**config.mk**
```make
export PLATFORM = sky130hd
export DESIGN_NAME = cmp_cond_unit
export DESIGN_NICKNAME = d
export VERILOG_FILES = /design/src/rtl/cmpc_pkg.sv /design/src/rtl/cmpc_flaggen.sv /design/src/rtl/cmpc_condeval.sv /design/src/rtl/cmpc_loopctl.sv /design/src/rtl/cmp_cond_unit.sv
export SDC_FILE = /design/constraint.sdc
export NUM_CORES = 1
export LEC_CHECK = 0
export ABC_AREA = 1
export ABC_CLOCK_PERIOD_IN_PS = 6840
export CORE_MARGIN = 4
export CORE_UTILIZATION = 43
export CTS_BUF_LIST = sky130_fd_sc_hd__clkbuf_16
export DETAILED_ROUTE_END_ITERATION = 16
export DONT_BUFFER_PORTS = 1
export GPL_ROUTABILITY_DRIVEN = 1
export PLACE_DENSITY_LB_ADDON = 0.08
export SYNTH_ARGS = -nofsm -noshare
export SYNTH_HDL_FRONTEND = slang
export SYNTH_SLANG_ARGS = --single-unit
```
**constraint.sdc**
```tcl
create_clock -name clk -period 6.84 [get_ports clk]
set_input_delay 0.684 -clock clk [delete_from_list [all_inputs] [get_ports clk]]
set_output_delay 0.684 -clock clk [all_outputs]
set_load 0.005 [all_outputs]
```
**src/rtl/cmpc_pkg.sv**
```systemverilog
package cmpc_pkg;

    typedef enum logic [2:0] {
        OP_CMP  = 3'd0,
        OP_EVAL = 3'd1,
        OP_CLRC = 3'd2,
        OP_SETC = 3'd3,
        OP_INVC = 3'd4,
        OP_LOOP = 3'd5,
        OP_RSV6 = 3'd6,
        OP_RSV7 = 3'd7
    } op_e;

    typedef enum logic [1:0] {
        LV_PLAIN    = 2'd0,
        LV_WHILE_EQ = 2'd1,
        LV_WHILE_NE = 2'd2,
        LV_PLAIN_B  = 2'd3
    } lvar_e;

    typedef struct packed {
        logic cf;
        logic zf;
        logic sf;
        logic of;
        logic pf;
    } flags_t;

    localparam flags_t FLAGS_CLEAR = '{cf: 1'b0, zf: 1'b0, sf: 1'b0, of: 1'b0, pf: 1'b0};
    localparam logic [7:0] SETB_TRUE  = 8'hFF;
    localparam logic [7:0] SETB_FALSE = 8'h00;

    // Base test chosen by cc[3:1]; cc[0] inverts it.
    function automatic logic cond_hit(flags_t f, logic [3:0] cc);
        logic base;
        unique case (cc[3:1])
            3'd0: base = f.of;
            3'd1: base = f.cf;
            3'd2: base = f.zf;
            3'd3: base = f.cf | f.zf;
            3'd4: base = f.sf;
            3'd5: base = f.pf;
            3'd6: base = f.sf ^ f.of;
            default: base = f.zf | (f.sf ^ f.of);
        endcase
        return base ^ cc[0];
    endfunction

endpackage

```
**src/rtl/cmpc_flaggen.sv**
```systemverilog
module cmpc_flaggen
    import cmpc_pkg::*;
#(
    parameter int DATA_W   = 32,
    parameter int NARROW_W = 16
) (
    input  logic [DATA_W-1:0] a,
    input  logic [DATA_W-1:0] b,
    input  logic              wide,
    output flags_t            flags
);
    localparam int PAR_W = 8;

    logic [DATA_W:0]   wdiff;
    logic [NARROW_W:0] ndiff;
    logic [DATA_W-1:0] res;
    logic              a_msb, b_msb, r_msb, borrow;

    assign wdiff = {1'b0, a} - {1'b0, b};
    assign ndiff = {1'b0, a[NARROW_W-1:0]} - {1'b0, b[NARROW_W-1:0]};

    always_comb begin
        if (wide) begin
            res    = wdiff[DATA_W-1:0];
            borrow = wdiff[DATA_W];
            a_msb  = a[DATA_W-1];
            b_msb  = b[DATA_W-1];
            r_msb  = wdiff[DATA_W-1];
        end else begin
            res    = {{(DATA_W-NARROW_W){1'b0}}, ndiff[NARROW_W-1:0]};
            borrow = ndiff[NARROW_W];
            a_msb  = a[NARROW_W-1];
            b_msb  = b[NARROW_W-1];
            r_msb  = ndiff[NARROW_W-1];
        end
    end

    assign flags.cf = borrow;
    assign flags.zf = (res == '0);
    assign flags.sf = r_msb;
    assign flags.of = (a_msb ^ b_msb) & (r_msb ^ a_msb);
    assign flags.pf = ~(^res[PAR_W-1:0]);

endmodule

```
**src/rtl/cmpc_condeval.sv**
```systemverilog
module cmpc_condeval
    import cmpc_pkg::*;
(
    input  flags_t     flags,
    input  logic [3:0] cc,
    output logic       hit,
    output logic [7:0] setb
);
    assign hit  = cond_hit(flags, cc);
    assign setb = hit ? SETB_TRUE : SETB_FALSE;
endmodule

```
**src/rtl/cmpc_loopctl.sv**
```systemverilog
module cmpc_loopctl
    import cmpc_pkg::*;
#(
    parameter int DATA_W   = 32,
    parameter int NARROW_W = 16
) (
    input  logic [DATA_W-1:0] count,
    input  logic              wide,
    input  lvar_e             lvar,
    input  logic              zf,
    output logic [DATA_W-1:0] next_count,
    output logic              take
);
    logic [DATA_W-1:0]   cw;
    logic [NARROW_W-1:0] cn;
    logic                nonzero;
    logic                zf_ok;

    assign cw = count - 1'b1;
    assign cn = count[NARROW_W-1:0] - 1'b1;

    assign next_count = wide ? cw : {count[DATA_W-1:NARROW_W], cn};
    assign nonzero    = wide ? (cw != '0) : (cn != '0);

    always_comb begin
        unique case (lvar)
            LV_WHILE_EQ: zf_ok = zf;
            LV_WHILE_NE: zf_ok = ~zf;
            default:     zf_ok = 1'b1;
        endcase
    end

    assign take = nonzero & zf_ok;
endmodule

```
**src/rtl/cmp_cond_unit.sv**
```systemverilog
module cmp_cond_unit
    import cmpc_pkg::*;
#(
    parameter int DATA_W   = 32,
    parameter int NARROW_W = 16
) (
    input  logic              clk,
    input  logic              rst,
    input  logic              valid_i,
    input  logic [2:0]        op_i,
    input  logic              wide_i,
    input  logic [DATA_W-1:0] a_i,
    input  logic [DATA_W-1:0] b_i,
    input  logic [3:0]        cond_i,
    input  logic [1:0]        lvar_i,
    input  logic [DATA_W-1:0] count_i,
    output logic              cf_o,
    output logic              zf_o,
    output logic              sf_o,
    output logic              of_o,
    output logic              pf_o,
    output logic              taken_o,
    output logic [7:0]        setb_o,
    output logic [DATA_W-1:0] count_o
);
    op_e               op;
    flags_t            flag_q, cmp_flags, eval_flags, flag_d;
    logic              cc_hit, loop_take, taken_d;
    logic [7:0]        cc_setb, setb_q, setb_d;
    logic [DATA_W-1:0] loop_cnt, count_q, count_d;
    logic              taken_q;

    assign op = op_e'(op_i);

    cmpc_flaggen #(.DATA_W(DATA_W), .NARROW_W(NARROW_W)) u_flaggen (
        .a     (a_i),
        .b     (b_i),
        .wide  (wide_i),
        .flags (cmp_flags)
    );

    // One evaluation path: a compare tests its fresh flags, others the held ones.
    assign eval_flags = (op == OP_CMP) ? cmp_flags : flag_q;

    cmpc_condeval u_condeval (
        .flags (eval_flags),
        .cc    (cond_i),
        .hit   (cc_hit),
        .setb  (cc_setb)
    );

    cmpc_loopctl #(.DATA_W(DATA_W), .NARROW_W(NARROW_W)) u_loopctl (
        .count      (count_i),
        .wide       (wide_i),
        .lvar       (lvar_e'(lvar_i)),
        .zf         (flag_q.zf),
        .next_count (loop_cnt),
        .take       (loop_take)
    );

    always_comb begin
        flag_d  = flag_q;
        taken_d = 1'b0;
        setb_d  = setb_q;
        count_d = count_q;
        unique case (op)
            OP_CMP: begin
                flag_d  = cmp_flags;
                taken_d = cc_hit;
                setb_d  = cc_setb;
            end
            OP_EVAL: begin
                taken_d = cc_hit;
                setb_d  = cc_setb;
            end
            OP_CLRC: flag_d.cf = 1'b0;
            OP_SETC: flag_d.cf = 1'b1;
            OP_INVC: flag_d.cf = ~flag_q.cf;
            OP_LOOP: begin
                count_d = loop_cnt;
                taken_d = loop_take;
            end
            default: ;
        endcase
    end

    always_ff @(posedge clk) begin
        if (rst) begin
            flag_q  <= FLAGS_CLEAR;
            taken_q <= 1'b0;
            setb_q  <= SETB_FALSE;
            count_q <= '0;
        end else if (valid_i) begin
            flag_q  <= flag_d;
            taken_q <= taken_d;
            setb_q  <= setb_d;
            count_q <= count_d;
        end
    end

    assign cf_o    = flag_q.cf;
    assign zf_o    = flag_q.zf;
    assign sf_o    = flag_q.sf;
    assign of_o    = flag_q.of;
    assign pf_o    = flag_q.pf;
    assign taken_o = taken_q;
    assign setb_o  = setb_q;
    assign count_o = count_q;

endmodule

```
==> flow_summary.ini <==
[timing]
finalHoldViolCount = 0
finalCritPeriodShare_pct = 45.9
worst_slack_ps = 3700
tns_ps = 0
slew_violations = 0
relSlewSlack_pct = 27.6
period_minus_slack_ps = 3140
rsz0062_at_grt = false
worst_pin_slew_ps = 1090
fmax_ghz = 0.318
skew_ps = 0.491
setup_viol = 0

[grt]
antenna_found_initial = 0
grt_pass1_wl_mm = 24.9
grt_pass1_vias = 5178
globalRouteOverflowTotal = 0
grt_max_degree = 50
track_usage_pct = 20.4

[worst_hold_path]
holdPathEnd = taken_o
worstHoldPathType = in2reg
hold_depth = 1
min_from = rst

[placement]
dp_hpwl_mm = 13.1
gp_congestion = 0.940
port_buffers = 0
placedCellCount = 1155
place_area_um2 = 5700
post-place-ws_ps = 3400

[power]
power.leakage_nw = 3.26
power_w = 0.000788
irDropWorstVdd_v = 0.0000708
power_per_cell_area_nw_per_um2 = 135

[clock_network]
clock-sinks = 39
post_cts_buffers = 0
hold_buffers = 0
h-tree-depth = 2
cts_buffers = 5
cts.path.max_buffers = 2
path_clk_slew_ps = 60
cts_tree = yes
clk_latency_ps = 280
clockRootBuffer = clkbuf_16
cts_resized = 0

[critical_path]
r2r-end = taken_o
arrival_ps = 3360
rr_startpoint = of_o
cp-end-kind = flip-flop
reg2reg_depth = 12
critical_path.max_fanout = 3
worst-setup-path-type = in2reg
startpoint_type = input pin
critPathRequiredTime_ps = 7060
r2r_setup_slack_ps = 5320

[die]
ioPinCount = 155
fp-row-count = 41
core_um2 = 12700
start_util_pct = 44.1
die_y_um = 122
dieArea_um2 = 14900
die_x_um = 122

[route]
drc = 0
vias_per_cell = 4.84
vias = 5631
drtIter0Drc = 402
ant_nets = 0
totalWireLength_mm = 15.4
routedWlPerCell_um = 13.2
first_pass_iters = 5

[yosys]
yosys_warnings = 0
synth.mux.area_fraction_pct = 0.179
yosysTopAreaCellShare_pct = 21.8
synthAdderAreaFrac_pct = 9.54
syn_nets = 1156
synth_xor_area_share_pct = 6.90
ys_top_cells_by_area = nand2_1 (22%), dfxtp_1 (14%), inv_1 (14%)
synth_area_per_cell_um2 = 5.56
synth.distinct_cells = 42
synth_compound_area_share_pct = 10.8
ys_seq_area_share_pct = 14.0
synth-simple-area-share_pct = 42.0
synth_top_area_cell = nand2_1
synth_top_family_by_area = simple AND/OR/NAND/NOR gates
synthesis.instances = 1005
synth_seq_cells = 39
syn_area_um2 = 5590

[cells_and_area]
final_design_area_no_fill_um2 = 5840
antennaDiodeCount = 0
fin_cells = 1163
nNetsFinal = 1141
drive_gt1_share_pct = 5.25
area_growth_pct = 4.48

[flow_run]
drv_cap = 0

[outcome]
status = finished, final reports clean
[Yosys cell counts, drive strengths merged]
| cell | number |
|---|---|
| clkinv | 3 |
| clkbuf | 14 |
| o21bai | 9 |
| and2 | 3 |
| a211oi | 1 |
| dfxtp | 39 |
| ha | 41 |
| inv | 214 |
| xnor2 | 18 |
| nand2 | 338 |
| a21oi | 47 |
| buf | 9 |
| nand3b | 6 |
| o21ai | 26 |
| nor2 | 92 |
| or4 | 1 |
| nor4 | 4 |
| xor2 | 26 |
| nor3 | 12 |
| o41ai | 1 |
| or2 | 2 |
| nand4 | 18 |
| fa | 1 |
| nand3 | 59 |
| mux2i | 1 |
| o211ai | 19 |
| a221oi | 1 |
[worst max-delay path by stage]
stage,start,to
finish,a_i[0],taken_o
global route,a_i[0],setb_o[6]
CTS,a_i[0],taken_o
detailed placement,a_i[0],taken_o
global placement,a_i[0],taken_o
floorplan,a_i[0],taken_o
[logic make-up after synthesis]
| kind of cell | Yosys count |
|---|---|
| and+or+nand+nor | 535 |
| buffers and inverters | 240 |
| AOI/OAI and AO/OA | 104 |
| xor gates and xnor gates | 44 |
| adders and majority gates | 42 |
| DFF | 39 |
| muxes | 1 |
[critical path, cell delays in order]
cell	delay (ps)
inv_1	30
ha_1	200
fa_1	400
inv_1	110
nand3_1	80
nand3_1	140
nand2_1	80
nand3b_1	160
nand2_1	160
nand2_1	90
nand2_1	50
nand3_1	90
nand4_1	90
nor2_1	170
nand3_1	130
nand2_1	110
nand3_1	70
nand2_1	60
nand2_1	60
nand3_1	100
nand3_1	80
nand2_1	60
nand2_1	50
a21oi_2	100
[per-layer routing]
metal | GRT usage, % | part of all wire (%)
met2 | 30.5 | 40
met4 | 3.29 | 1.0
met1 | 30.2 | 52
met5 | 0 | 0
met3 | 4.60 | 7.2
[cell usage in the layout, fill, tap and decap left out, types with 2 or more instances in the layout]
cell and count:
nor3_2 4, nor2_1 84, nand2_2 13, clkinv_1 3, nand4_1 16, o211ai_1 19
a21oi_1 46, xor2_1 26, nand3_2 2, nor2_4 3, nor2_2 5, o21ai_0 22
clkbuf_16 5, clkinv_2 3, inv_2 7, nor3_4 3, nor4_1 3, o21bai_1 9
inv_1 207, o21ai_1 4, dfxtp_1 39, nand4_2 2, ha_1 41, xnor2_1 18
nor3_1 5, nand2_1 324, nand3_1 57, nand3b_1 6, and2_1 2
[layout make-up]
cell class,count,area (um2)
Sequential cell,39,781
Tap cell,172,215
Multi-Input combinational cell,726,3880
Timing Repair Buffer,1,7.51
Inverter,217,815
Clock inverter,3,15.0
Clock buffer,5,125
Fill cell,1472,6830
[sequential cells by signal (all words and copies together), names as in the netlist]
signal / cells
taken_o: 1
setb_o: 1
sf_o: 1
pf_o: 1
of_o: 1
zf_o: 1
cf_o: 1
count_o: 32
[metrics by stage]
stage	util (%)	hold WS [ps]
after detailed placement	45.0	473
after global routing	46.1	448
after CTS	46.1	452
final	46.1	468
after floorplan	-	462
after global placement	45.0	471
[power breakdown]
part | total, W | leakage [nW] | switching (W) | internal, W
combinational | 0.000323 | 2.87 | 0.000201 | 0.000121
clock | 0.000223 | 0.0733 | 0.0000904 | 0.000133
sequential | 0.000242 | 0.316 | 0.00000707 | 0.000235
total | 0.000788 | 3.26 | 0.000299 | 0.000489
No activity file was read; power rests on OpenSTA's default activity.
